$ cat src/rtl/rxmb_guard_pkg.sv
// Package: shared mailbox state encoding and state-advance rule.
// Assumes: two-bit state field visible to the CPU in the returned code.
package rxmb_guard_pkg;

    typedef enum logic [1:0] {
        MB_EMPTY = 2'b00,
        MB_FULL  = 2'b01,
        MB_OVRN  = 2'b10,
        MB_OFF   = 2'b11
    } mb_state_e;

    localparam int CODE_W = 3;

    // State after a frame lands in a mailbox.
    function automatic mb_state_e fill_next(input mb_state_e cur);
        return (cur == MB_EMPTY) ? MB_FULL : MB_OVRN;
    endfunction

endpackage

$ cat src/rtl/rxmb_status_array.sv
// Module: per-mailbox state register (empty/full/overrun/inactive).
// Assumes: NUM_MB is a power of two; at most one CPU strobe per cycle.
// Priority per mailbox: deactivate, then fill, then re-arm.
module rxmb_status_array
    import rxmb_guard_pkg::*;
#(
    parameter int NUM_MB = 16,
    localparam int IDX_W = $clog2(NUM_MB)
) (
    input  logic             clk,
    input  logic             rst_n,
    input  logic [IDX_W-1:0] cpu_idx,
    input  logic             deact_i,
    input  logic             arm_i,
    input  logic             fill_i,
    input  logic [IDX_W-1:0] fill_idx,
    input  logic [IDX_W-1:0] rx_idx,
    output mb_state_e        cpu_st,
    output mb_state_e        rx_st
);

    logic [1:0] st_all [NUM_MB];

    for (genvar g = 0; g < NUM_MB; g++) begin : g_mb
        mb_state_e st_q;

        // Update this mailbox's state from CPU and fill events.
        always_ff @(posedge clk) begin
            if (!rst_n) begin
                st_q <= MB_EMPTY;
            end else if (deact_i && cpu_idx == IDX_W'(g)) begin
                st_q <= MB_OFF;
            end else if (fill_i && fill_idx == IDX_W'(g)) begin
                st_q <= fill_next(st_q);
            end else if (arm_i && cpu_idx == IDX_W'(g)) begin
                st_q <= MB_EMPTY;
            end
        end

        assign st_all[g] = st_q;
    end

    // Select the states seen by the CPU port and the receive side.
    always_comb begin
        cpu_st = mb_state_e'(st_all[cpu_idx]);
        rx_st  = mb_state_e'(st_all[rx_idx]);
    end

endmodule

$ cat src/rtl/rxmb_lock_tracker.sv
// Module: single-entry lock register.
// Assumes: one CPU strobe per cycle. Priority: deactivate of the locked
// mailbox, then timer read, then a control read that is not busy.
module rxmb_lock_tracker #(
    parameter int NUM_MB = 16,
    localparam int IDX_W = $clog2(NUM_MB)
) (
    input  logic             clk,
    input  logic             rst_n,
    input  logic [IDX_W-1:0] cpu_idx,
    input  logic             ctrl_rd_i,
    input  logic             tmr_rd_i,
    input  logic             deact_i,
    input  logic             busy_hit_i,
    output logic             lock_vld_o,
    output logic [IDX_W-1:0] lock_idx_o
);

    // Move, set or release the lock.
    always_ff @(posedge clk) begin
        if (!rst_n) begin
            lock_vld_o <= 1'b0;
            lock_idx_o <= '0;
        end else if (deact_i && lock_vld_o && cpu_idx == lock_idx_o) begin
            lock_vld_o <= 1'b0;
        end else if (tmr_rd_i) begin
            lock_vld_o <= 1'b0;
        end else if (ctrl_rd_i && !busy_hit_i) begin
            lock_vld_o <= 1'b1;
            lock_idx_o <= cpu_idx;
        end
    end

endmodule

$ cat src/rtl/rxmb_move_engine.sv
// Module: move-in sequencer from the serial buffer into one mailbox.
// Assumes: WORDS >= 2; the receive side holds rx_req until ack or drop.
// A move runs WORDS cycles after acceptance and can be aborted by the CPU.
module rxmb_move_engine #(
    parameter int NUM_MB = 16,
    parameter int WORDS  = 4,
    localparam int IDX_W = $clog2(NUM_MB),
    localparam int WC_W  = $clog2(WORDS)
) (
    input  logic             clk,
    input  logic             rst_n,
    input  logic             rx_req,
    input  logic [IDX_W-1:0] rx_idx,
    input  logic             tgt_active,
    input  logic             lock_vld,
    input  logic [IDX_W-1:0] lock_idx,
    input  logic [IDX_W-1:0] cpu_idx,
    input  logic             cpu_ctrl_rd,
    input  logic             cpu_deact,
    input  logic             cpu_data_wr,
    output logic             rx_ack,
    output logic             rx_drop,
    output logic             active_o,
    output logic [IDX_W-1:0] mv_idx_o,
    output logic [WC_W-1:0]  mv_word_o,
    output logic             mv_we_o,
    output logic             fill_o,
    output logic             mv_done_o,
    output logic             mv_abort_o
);

    logic             active_q;
    logic [IDX_W-1:0] idx_q;
    logic [WC_W-1:0]  cnt_q;
    logic             blocked, hit, ab_deact, ab_wr, ab_any, last, fin;

    // Acceptance decision and abort/finish detection for this cycle.
    always_comb begin
        blocked  = (lock_vld && lock_idx == rx_idx)
                 || ((cpu_ctrl_rd || cpu_deact) && cpu_idx == rx_idx);
        rx_drop  = !active_q && rx_req && !tgt_active;
        rx_ack   = !active_q && rx_req && tgt_active && !blocked;
        hit      = active_q && cpu_idx == idx_q;
        ab_deact = hit && cpu_deact;
        ab_wr    = hit && cpu_data_wr && !cpu_deact;
        ab_any   = ab_deact || ab_wr;
        last     = active_q && cnt_q == WC_W'(WORDS - 1);
        fin      = last && !ab_any;
        mv_we_o  = active_q && !ab_any;
        fill_o   = fin || ab_wr;
    end

    // Sequence the word counter across one move.
    always_ff @(posedge clk) begin
        if (!rst_n) begin
            active_q <= 1'b0;
            idx_q    <= '0;
            cnt_q    <= '0;
        end else if (rx_ack) begin
            active_q <= 1'b1;
            idx_q    <= rx_idx;
            cnt_q    <= '0;
        end else if (active_q) begin
            if (ab_any || last) begin
                active_q <= 1'b0;
            end else begin
                cnt_q <= cnt_q + 1'b1;
            end
        end
    end

    // Register the completion and abort events.
    always_ff @(posedge clk) begin
        if (!rst_n) begin
            mv_done_o  <= 1'b0;
            mv_abort_o <= 1'b0;
        end else begin
            mv_done_o  <= fin;
            mv_abort_o <= ab_any;
        end
    end

    assign active_o  = active_q;
    assign mv_idx_o  = idx_q;
    assign mv_word_o = cnt_q;

endmodule

$ cat src/rtl/rxmb_guard.sv
// Module: top of the receive mailbox lock coherency controller.
// Assumes: the CPU issues at most one strobe per cycle; frame matching
// happens upstream and delivers only a target mailbox index.
module rxmb_guard
    import rxmb_guard_pkg::*;
#(
    parameter int NUM_MB = 16,
    parameter int WORDS  = 4,
    localparam int IDX_W = $clog2(NUM_MB),
    localparam int WC_W  = $clog2(WORDS)
) (
    input  logic              clk,
    input  logic              rst_n,
    input  logic [IDX_W-1:0]  cpu_idx,
    input  logic              cpu_ctrl_rd,
    input  logic              cpu_tmr_rd,
    input  logic              cpu_deact,
    input  logic              cpu_arm,
    input  logic              cpu_data_wr,
    output logic [CODE_W-1:0] cpu_code,
    output logic              lock_vld,
    output logic [IDX_W-1:0]  lock_idx,
    input  logic              rx_req,
    input  logic [IDX_W-1:0]  rx_idx,
    output logic              rx_ack,
    output logic              rx_drop,
    output logic              mv_we,
    output logic [WC_W-1:0]   mv_word,
    output logic [IDX_W-1:0]  mv_idx,
    output logic              mv_done,
    output logic              mv_abort
);

    mb_state_e cpu_st, rx_st;
    logic      mv_active, fill, busy_hit;

    assign busy_hit = mv_active && mv_idx == cpu_idx;

    rxmb_status_array #(.NUM_MB(NUM_MB)) u_status (
        .clk      (clk),
        .rst_n    (rst_n),
        .cpu_idx  (cpu_idx),
        .deact_i  (cpu_deact),
        .arm_i    (cpu_arm),
        .fill_i   (fill),
        .fill_idx (mv_idx),
        .rx_idx   (rx_idx),
        .cpu_st   (cpu_st),
        .rx_st    (rx_st)
    );

    rxmb_lock_tracker #(.NUM_MB(NUM_MB)) u_lock (
        .clk        (clk),
        .rst_n      (rst_n),
        .cpu_idx    (cpu_idx),
        .ctrl_rd_i  (cpu_ctrl_rd),
        .tmr_rd_i   (cpu_tmr_rd),
        .deact_i    (cpu_deact),
        .busy_hit_i (busy_hit),
        .lock_vld_o (lock_vld),
        .lock_idx_o (lock_idx)
    );

    rxmb_move_engine #(.NUM_MB(NUM_MB), .WORDS(WORDS)) u_move (
        .clk         (clk),
        .rst_n       (rst_n),
        .rx_req      (rx_req),
        .rx_idx      (rx_idx),
        .tgt_active  (rx_st != MB_OFF),
        .lock_vld    (lock_vld),
        .lock_idx    (lock_idx),
        .cpu_idx     (cpu_idx),
        .cpu_ctrl_rd (cpu_ctrl_rd),
        .cpu_deact   (cpu_deact),
        .cpu_data_wr (cpu_data_wr),
        .rx_ack      (rx_ack),
        .rx_drop     (rx_drop),
        .active_o    (mv_active),
        .mv_idx_o    (mv_idx),
        .mv_word_o   (mv_word),
        .mv_we_o     (mv_we),
        .fill_o      (fill),
        .mv_done_o   (mv_done),
        .mv_abort_o  (mv_abort)
    );

    // Latch the code returned to a control-word read.
    always_ff @(posedge clk) begin
        if (!rst_n) begin
            cpu_code <= '0;
        end else if (cpu_ctrl_rd) begin
            cpu_code <= {cpu_st, busy_hit};
        end
    end

endmodule

$ cat config.mk
export PLATFORM = sky130hd
export DESIGN_NAME = rxmb_guard
export DESIGN_NICKNAME = d
export VERILOG_FILES = /design/src/rtl/rxmb_guard_pkg.sv /design/src/rtl/rxmb_status_array.sv /design/src/rtl/rxmb_lock_tracker.sv /design/src/rtl/rxmb_move_engine.sv /design/src/rtl/rxmb_guard.sv
export SDC_FILE = /design/constraint.sdc
export NUM_CORES = 1
export LEC_CHECK = 0
export BUFFER_PORTS_ARGS = -buffer_cell sky130_fd_sc_hd__buf_2
export CAP_MARGIN = 20
export CORE_UTILIZATION = 50
export DETAILED_ROUTE_END_ITERATION = 16
export GPL_ROUTABILITY_DRIVEN = 0
export GPL_TIMING_DRIVEN = 0
export PLACE_DENSITY = 0.74
export SETUP_SLACK_MARGIN = 0.5
export SKIP_CTS_REPAIR_TIMING = 1
export SLEW_MARGIN = 25
export SYNTH_ARGS = -nofsm -noshare
export SYNTH_HDL_FRONTEND = slang
export SYNTH_SLANG_ARGS = --single-unit
$ cat constraint.sdc
create_clock -name clk -period 4 [get_ports clk]
set_input_delay 0.8 -clock clk [delete_from_list [all_inputs] [get_ports clk]]
set_output_delay 0.8 -clock clk [all_outputs]
set_load 0.02 [all_outputs]
# Word level (Yosys, flattened, before mapping)
# Index checks and enable logic that the tools add are counted.
# W data, S select, Z words.
dict set report totals {
  inputBits 16
  wordCells 257
  regBits 49
  out_inout_bits 19
}
dict set report op_classes {
  magnitude_cmp 2
  n_bitwise 6
  addsub 1
  mux 73
  n_eq_ne 37
  n_reduce_logical 114
}
# operator count
set op_table {}
lappend op_table {{$mux W2} 68}
lappend op_table {{$logic_and A1 B1 Y1} 65}
lappend op_table {{$eq A4 B4 Y1 const B} 16}
lappend op_table {{$reduce_bool A3 Y1} 16}
lappend op_table {{$eq A4 B3 Y1 const B} 8}
lappend op_table {{$logic_not A2 Y1} 16}
lappend op_table {{$eq A4 B4 Y1} 5}
lappend op_table {{$bmux W2 S4} 2}
lappend op_table {{$eq A4 B2 Y1 const B} 4}
lappend op_table {{$ge A5 B5 Y1 const B} 2}
lappend op_table {{$not A4 Y5} 2}
lappend op_table {{$eq A4 B1 Y1 const B} 2}
lappend op_table {{$logic_not A4 Y1} 2}
lappend op_table {{$logic_not A1 Y1} 6}
lappend op_table {{$logic_or A1 B1 Y1} 5}
lappend op_table {{$not A1 Y1} 4}
lappend op_table {{$mux W1} 3}
lappend op_table {{$reduce_and A3 Y1} 1}
lappend op_table {{$reduce_or A3 Y1} 1}
lappend op_table {{$add A2 B1 Y2 const B} 1}
lappend op_table {{$eq A2 B2 Y1 const B} 1}
lappend op_table {{$ne A2 B2 Y1 const B} 1}
lappend op_table {{$reduce_and A2 Y1} 1}
lappend op_table {{$reduce_or A2 Y1} 1}

# Longest topological paths before layout
# Gate-level depths: netlist (run 1).
dict set report depth {
  depth_word 11
  depth_mapped 8
  ltp_nobuf 6
}

# Cells and area by module
# From an unflattened synthesis (run 1), not the netlist that was laid out.
dict set report unflattened {
  cells_unflattened 352
  area_unflattened_um2 3335.7
}
# mod seq_area_each_um2 instances area_each_um2 cells_per_inst
set by_module_without_submodules {}
lappend by_module_without_submodules {rxmb_status_array 640.6 1 2329.7 252}
lappend by_module_without_submodules {rxmb_move_engine 180.2 1 580.6 60}
lappend by_module_without_submodules {rxmb_lock_tracker 100.1 1 252.7 23}
lappend by_module_without_submodules {rxmb_guard 60.1 1 172.7 17}

# Worst setup path after synthesis (run 1)
# No wires, ideal clock.
dict set report synth_path {
  path_kind {in2out}
  start {input port rx_idx[1]}
  end {output port rx_drop}
  t_arrival_ns 2.208
  n_path_buf 1
  required_ns 3.200
  slack_ns 0.992
  stages 5
  cell_sequence {buf_2 -> mux4_2 -> a22oi_1 -> nand2_1 -> nor2_1}
}
dict set report synth_between {
  elab_chain_len 7
}
# item line
set synth_rtl {}
lappend synth_rtl {{from (decl)} rxmb_guard.sv:24} ;# input logic [IDX_W-1:0] rx_idx,
lappend synth_rtl {{$not A4 Y5 (not written as such)} rxmb_status_array.sv:46} ;# rx_st = mb_state_e'(st_all[rx_idx]);
lappend synth_rtl {{$bmux W2 S4} rxmb_status_array.sv:46}
lappend synth_rtl {{$mux W2 (not written as such) (2 in a row)} rxmb_status_array.sv:46}
lappend synth_rtl {{$ne A2 B2 Y1} rxmb_guard.sv:69} ;# .tgt_active (rx_st != MB_OFF),
lappend synth_rtl {{$logic_not A1 Y1} rxmb_move_engine.sv:41} ;# rx_drop = !active_q && rx_req && !tgt_active;
lappend synth_rtl {{$logic_and A1 B1 Y1} rxmb_move_engine.sv:41}
lappend synth_rtl {{to (decl)} rxmb_guard.sv:26} ;# output logic rx_drop,
# Every way passes these cells. The select of a mux whose other input is x is not followed.

# Worst setup path after layout (run 1)
dict set report layout_path {
  start {input port rx_idx[1]}
  end {output port rx_ack}
}
dict set report layout_between {
  elab_chain_len 7
  word_cells_on_any_way 13
  cone_classes {eq/ne (3); mux (3); bitwise (1); reduce/logical (6)}
}
# item line
set layout_rtl {}
lappend layout_rtl {{$not A4 Y5 (not written as such)} rxmb_status_array.sv:46}
lappend layout_rtl {{$bmux W2 S4} rxmb_status_array.sv:46}
lappend layout_rtl {{$mux W2 (not written as such) (2 in a row)} rxmb_status_array.sv:46}
lappend layout_rtl {{$ne A2 B2 Y1} rxmb_guard.sv:69}
lappend layout_rtl {{$logic_and A1 B1 Y1} rxmb_move_engine.sv:42} ;# rx_ack = !active_q && rx_req && tgt_active && !blocked;
lappend layout_rtl {{$logic_and A1 B1 Y1 *} rxmb_move_engine.sv:42}
lappend layout_rtl {{to (decl)} rxmb_guard.sv:25} ;# output logic rx_ack,
# Every way passes the cells marked *; elsewhere a longest branch is shown, timed or not. The select of a mux whose other input is x is not followed.

==> impl_metrics.json, run 1 <==
{
  "min_from": "cpu_code[0]",
  "final_layout_size_suffix_gt1_share_pct": 15.6,
  "final_max_slew_viol_count": 0,
  "wirelength_mm": 9.31,
  "crit_path_end_kind": "output pin",
  "final_cell_mix": "nand2_1, dfxtp_1, nor2_1",
  "fin_crit_sh_pct": 82.2,
  "outcome": "complete, no violations",
  "hold_class": "flop to flop",
  "min_period_ns": 3.29,
  "ys_async_sr_fraction_pct": 0,
  "core_um2": 6350,
  "stdcell_area_um2": 3610,
  "grt_use_met1_pct": 37.3,
  "cap_viol_max_count": 0,
  "slowest_stage": "a2111oi_4",
  "cp.required_ns": 3.20,
  "die_h_um": 83.0,
  "num_vias": 3302,
  "p_per_area_nw_per_um2": 297,
  "drtIter0Drc": 311,
  "drt-pass1-iter-count": 6,
  "layoutNonFillerInstCount": 499,
  "dieWidth_um": 83.0,
  "worstMarginPinSlew_ns": 0.855,
  "ys.flop_type": "dfxtp_1",
  "cts_buffers": 5,
  "seq_area_frac_synth_pct": 29.9,
  "yosysWarnings": 0,
  "synth-adder-area-share_pct": 0.382,
  "cp_cell_sequence": "buf_2, mux4_2, a22oi_1, a2111oi_4, buf_2",
  "rows": 29,
  "setup_tns_ns": 0,
  "slew_headroom_pct": 42.9,
  "dieArea_um2": 6880,
  "synth-compound-area-share_pct": 19.7,
  "critPathKind": "input pin to output pin",
  "hold_viol_final": 0,
  "drc": 0,
  "antenna_cells": 0,
  "hpwl_mm": 6.89,
  "rsz0062_at_grt": "no",
  "met2_usage_pct": 43.9,
  "grt.busiest_layer": "met2",
  "crit_arrival_ns": 2.49,
  "cts_tree": "done",
  "cp_common_cell": "buf_2",
  "cts.path.max_buffers": 2,
  "synth_area_per_cell_um2": 8.45,
  "reg2regPathDepth": 7,
  "critical_path.max_fanout": 9,
  "ant_nets": 0,
  "r2r-end": "u_status.g_mb[12].st_q[1]",
  "synth-edff-count": 0,
  "placedInstanceArea_um2": 3510,
  "synth_top_family_by_area": "simple AND/OR/NAND/NOR gates",
  "wl_per_cell_um": 18.7,
  "slowest_delay_ns": 0.67,
  "cp-startpoint": "rx_idx[1]",
  "r2r_slack_ns": 1.78,
  "ir_drop_mv": 0.231,
  "syn_inst": 388,
  "boundaryPins": 35,
  "min_path_cells": 2,
  "track_usage_pct": 27.8,
  "root_buffer": "clkbuf_8",
  "grt_use_met3_pct": 4.77,
  "start_kind": "input pin",
  "fmax_ghz": 0.304,
  "grt_max_degree": 15,
  "synth_area_um2": 3280,
  "htreeDepth": 2,
  "ys_types": 59,
  "clock-sinks": 49,
  "port_buffers": 27,
  "syn_nets": 405,
  "placed_cells": 492,
  "synthSimpleGateAreaFrac_pct": 26.5,
  "ys_ff_latch": 49,
  "synth_mux_area_share_pct": 12.9,
  "reg2reg_from": "u_move.mv_idx_o[1]",
  "via_per_inst": 6.62,
  "finalNetCount": 439,
  "grt_pass1_wl_mm": 15.1,
  "final_common_cell": "nand2_1",
  "clk_latency_ns": 0.30,
  "area_growth_pct": 10.2,
  "synth_xor_area_share_pct": 5.57,
  "setup_viol": 0,
  "antenna_found_initial": 0,
  "initial_core_util_pct": 51.6,
  "fin_worst_skew_ns": 0.00998,
  "overflow": 0,
  "leakagePower_nw": 1.36,
  "clkSlewWorstSetupHoldPaths_ns": 0.09,
  "holdPathEnd": "cpu_code[0]",
  "grt_pass1_vias": 2961
}
==> per-stage QoR <==
stage	total power [mW]	util, %	setup slack, ns	hold slack, ns
detailed placement	0.732	55.3	0.732	0.466
finish	1.07	56.9	0.713	0.478
global placement	0.728	55.3	0.747	0.457
global route	1.11	56.9	0.643	0.510
floorplan	0.676	-	0.992	0.469
CTS	1.08	56.9	0.739	0.481
==> registers in the layout (all words and copies together) (netlist names) <==
signal              flops
u_lock.lock_idx_o       4
u_move.mv_abort_o       1
u_move.mv_done_o        1
u_move.active_o         1
u_lock.lock_vld_o       1
u_move.mv_idx_o         4
u_move.mv_word_o        2
cpu_code                3
u_status.g_mb.st_q     32
==> cell type report <==
| class | instances | area (um2) |
|---|---|---|
| fillers | 581 | 2740 |
| multi-input cells | 308 | 2130 |
| well taps | 77 | 96.3 |
| clock inverters | 2 | 35.0 |
| inverters | 4 | 15.0 |
| flip-flops and latches | 49 | 981 |
| plain buffers | 27 | 151 |
| repair buffers | 27 | 135 |
| clock buffers | 5 | 68.8 |
==> layer usage <==
layer  wire, um  share of wire, %
met1       3950                42
met2       4250                46
met3        794               8.5
met4        319               3.4
met5          0                 0
==> worst max-delay path by stage <==
stage               endpoint  slack, ns  cells past startpoint
finish                rx_ack       0.71                      5
global route          rx_ack       0.64                      5
CTS                   rx_ack       0.74                      5
detailed placement    rx_ack       0.73                      5
global placement      rx_ack       0.75                      5
floorplan            rx_drop       0.99                      5
==> cells in the mapped netlist (3+ instances only) <==
cell type	instances	area (um2)
a211oi_1	12	90.1
a21oi_1	22	110
and2_1	4	25.0
and3_1	7	43.8
buf_2	7	35.0
buf_6	5	56.3
clkbuf_1	13	48.8
dfxtp_1	49	981
inv_1	4	15.0
mux2i_1	8	80.1
mux4_1	7	184
mux4_2	7	158
nand2_1	50	188
nand2b_1	5	31.3
nand3_1	14	70.1
nand3b_1	5	37.5
nand4_1	5	31.3
nor2_1	45	169
nor2b_1	10	62.6
nor3_1	26	130
o211ai_1	6	45.0
o21ai_0	12	60.1
o311a_1	3	30.0
o31a_1	3	26.3
xnor2_1	8	70.1
xor2_1	6	52.6
==> report_power, final <==
part / leakage [nW] / switching (mW) / total, mW / internal [mW]
logic: 0.905 / 0.130 / 0.206 / 0.0762
clock network: 0.0540 / 0.167 / 0.349 / 0.182
registers: 0.397 / 0.0152 / 0.518 / 0.503
==> worst max-delay path, delay by kind of cell <==
| family | cells | cell delay (ns) |
|---|---|---|
| mux | 1 | 0.39 |
| buf+inv | 2 | 0.47 |
| compound gates | 2 | 0.83 |
==> cells by family after synthesis <==
kind of cell	after synthesis
multiplexers	22
flip-flops	49
AND/OR/NAND/NOR	182
buffers and inverters	31
AO/OA/AOI/OAI	86
XOR/XNOR	17
adder cells (fa/ha/maj)	1
Power figures use the tool's default switching activity.
==> inputs of run 2 (changes only) <==
--- a/config.mk
+++ b/config.mk
@@ -5,13 +5,14 @@
 export SDC_FILE = /design/constraint.sdc
 export NUM_CORES = 1
 export LEC_CHECK = 0
+export ABC_AREA = 1
 export BUFFER_PORTS_ARGS = -buffer_cell sky130_fd_sc_hd__buf_2
 export CAP_MARGIN = 20
 export CORE_UTILIZATION = 50
 export DETAILED_ROUTE_END_ITERATION = 16
 export GPL_ROUTABILITY_DRIVEN = 0
 export GPL_TIMING_DRIVEN = 0
-export PLACE_DENSITY = 0.74
+export PLACE_DENSITY = 0.76
 export SETUP_SLACK_MARGIN = 0.5
 export SKIP_CTS_REPAIR_TIMING = 1
 export SLEW_MARGIN = 25
==> constraint.sdc (replaced) <==
create_clock -name clk -period 2.8 [get_ports clk]
set_input_delay 0.56 -clock clk [delete_from_list [all_inputs] [get_ports clk]]
set_output_delay 0.56 -clock clk [all_outputs]
set_load 0.02 [all_outputs]
==> run 2 against run 1 <==
Against the previous run:
- synthesized area rose by 0.84%
- utilization up 1.7 points
- clock power increased by 15%
- die area increased by 0.82%
- setup slack worse by 0.14 ns
- combinational power is 52% higher
- count of clock-buffer cells in the layout unchanged
- register-to-register slack lost 0.80 ns
- clock skew fell by 0.0036 ns
- sequential power up 46%
- critical path type unchanged
==> impl_metrics.json, run 2 <==
{
  "outcome": "complete, no violations",
  "grt_max_degree": 14,
  "hold_class": "flop to flop",
  "grt_pass1_vias": 3506,
  "final_common_cell": "nand2_1",
  "yosys-top-cells-area": "dfxtp_1, nand2_1, nand3_1",
  "fmax_ghz": 0.449,
  "yosysMostFrequentCell": "nand2_1",
  "dieWidth_um": 83.3,
  "area_growth_pct": 12.6,
  "hold_slack_ns": 0.483,
  "ant_nets": 0,
  "leakagePower_nw": 1.73,
  "drtIter0Drc": 419,
  "layoutNonFillerInstCount": 681,
  "critical_path.max_fanout": 10,
  "synth_area_um2": 3300,
  "ys_async_sr_fraction_pct": 0,
  "setup_viol": 0,
  "final_layout_size_suffix_gt1_share_pct": 11.8,
  "cpLargestDelayFamily": "simple AND/OR/NAND/NOR gates",
  "largest-register": "u_status.g_mb.st_q",
  "dr_wl_met3_um": 970,
  "worstMarginPinSlew_ns": 0.669,
  "rsz0062_at_grt": "no",
  "antenna_cells": 0,
  "post-route-util_pct": 58.6,
  "wl_per_cell_um": 15.3,
  "fin_crit_sh_pct": 79.5,
  "num_vias": 3958,
  "cts_buffers": 5,
  "initial_core_util_pct": 52.0,
  "clkSlewWorstSetupHoldPaths_ns": 0.08,
  "min_period_ns": 2.23,
  "largest_register_ffs": 32,
  "dieArea_um2": 6940,
  "yosys-top-cells-count": "nand2_1, nand3_1, nor2_1",
  "fillers": 667,
  "setup_tns_ns": 0,
  "grt_pass1_wl_mm": 16.8,
  "synth_area_per_cell_um2": 5.86,
  "track_usage_pct": 30.1,
  "cap_viol_max_count": 0,
  "cp.required_ns": 2.24,
  "clock-sinks": 49,
  "seq_area_frac_synth_pct": 29.7,
  "ys_ff_latch": 49,
  "finalNetCount": 622,
  "root_buffer": "clkbuf_8",
  "rows": 29,
  "slowest_stage": "clkinvlp_4",
  "ys_types": 30,
  "core_um2": 6350,
  "ys.flop_type": "dfxtp_1",
  "slew_headroom_pct": 55.4,
  "port_buffers": 27,
  "drc": 0,
  "overflow": 0,
  "clk_latency_ns": 0.31,
  "via_per_inst": 5.81,
  "yosysWarnings": 0,
  "cp.buffers_inverters": 4,
  "final_cell_mix": "nand2_1, nand3_1, nor2_1",
  "synth_top_area_share_pct": 29.7,
  "yosysTopAreaCell": "dfxtp_1",
  "crit_path_end_kind": "output pin",
  "critPathKind": "input pin to output pin",
  "htreeDepth": 2,
  "crit_arrival_ns": 1.67,
  "syn_inst": 564,
  "placed_cells": 668,
  "hpwl_mm": 7.69,
  "top_layer_used": "met4",
  "hold_viol_final": 0,
  "wl_met2_mm": 4.75,
  "cp_cell_sequence": "buf_8, clkinvlp_4, nand3_2, nand3_1, nand3_1, nand3_1, nand2_2, nand2_2, inv_1, buf_4",
  "final_max_slew_viol_count": 0,
  "cp_common_cell": "nand3_1",
  "fin_worst_skew_ns": 0.00636,
  "wl_met1_mm": 4.34,
  "drt-pass1-iter-count": 6,
  "antenna_found_initial": 0,
  "p_per_area_nw_per_um2": 395,
  "syn_nets": 581,
  "ir_drop_mv": 0.267,
  "cts_tree": "done",
  "slowest_delay_ns": 0.20,
  "wirelength_mm": 10.4,
  "cts.path.max_buffers": 2,
  "start_kind": "input pin",
  "die_h_um": 83.3,
  "boundaryPins": 35,
  "synth-edff-count": 0
}
[run 2: changes by cell type after synthesis, moves of 8 or more]
cell	change
nor2b_1	-10
a211oi_1	-11
nor2_1	+40
nand3_1	+77
a22oi_1	+12
o21ai_0	+16
a21oi_1	+11
nand2_1	+87
inv_1	+68
mux2i_1	-8
nor3_1	-21
[run 2: path summary, 6_finish.rpt]
path                  startpoint                  endpoint  cells after the start  slack [ns]
max reg2reg   u_move.mv_idx_o[1]  u_status.g_mb[1].st_q[0]                     12        0.98
min          u_move.mv_word_o[1]       u_move.mv_word_o[1]                      2        0.48
min reg2reg  u_move.mv_word_o[1]       u_move.mv_word_o[1]                      2        0.48
max                    rx_idx[1]                    rx_ack                     10        0.57
[run 2: power breakdown]
part           switching (mW)  internal, mW
logic                   0.217        0.0977
registers              0.0316         0.723
clock network           0.236         0.165
total                   0.484         0.985
[run 2: layout make-up]
cell class              count  area [um2]  area share, %
repair inverters            1        7.51          0.202
plain buffers              19         123           3.30
repair buffers             33         183           4.91
inverters                  76         293           7.87
well taps                  77        96.3           2.59
flip-flops and latches     49         982           26.4
clock buffers               5        68.8           1.85
clock inverters             1        5.00          0.134
multi-input cells         420        1960           52.8
[run 2: worst register-to-register path, stage by stage (launching register included)]
cell	delay [ns]
dfxtp_1	0.41
inv_1	0.11
nand2_1	0.07
nand2_1	0.06
nor2_2	0.14
nand4_2	0.16
nand2_2	0.13
nand2_4	0.12
buf_4	0.22
nand3_1	0.09
nand2_1	0.06
inv_1	0.05
a21oi_1	0.05
[run 2: cell families after synthesis]
family	synth area share, %
and+or+nand+nor	43.1
DFF	29.7
buffers and inverters	11.9
adders and majority gates	0.379
AOI/OAI and AO/OA	14.4
xor gates and xnor gates	0.530
[run 2: through the flow]
step / total power, mW / area (um2) / setup WS [ns]
2_1_floorplan: 0.958 / 3300 / 0.672
3_3_place_gp: 1.05 / 3540 / 0.276
3_5_place_dp: 1.05 / 3540 / 0.270
4_1_cts: 1.45 / 3610 / 0.263
5_1_grt: 1.53 / 3720 / 0.493
6_report: 1.47 / 3720 / 0.574
[run 2: metal layers]
metal,global-route usage [%],vias up
met2,49.0,203
met3,4.97,44
met1,39.5,1804
met5,0,-
li1,-,1907
met4,11.9,0
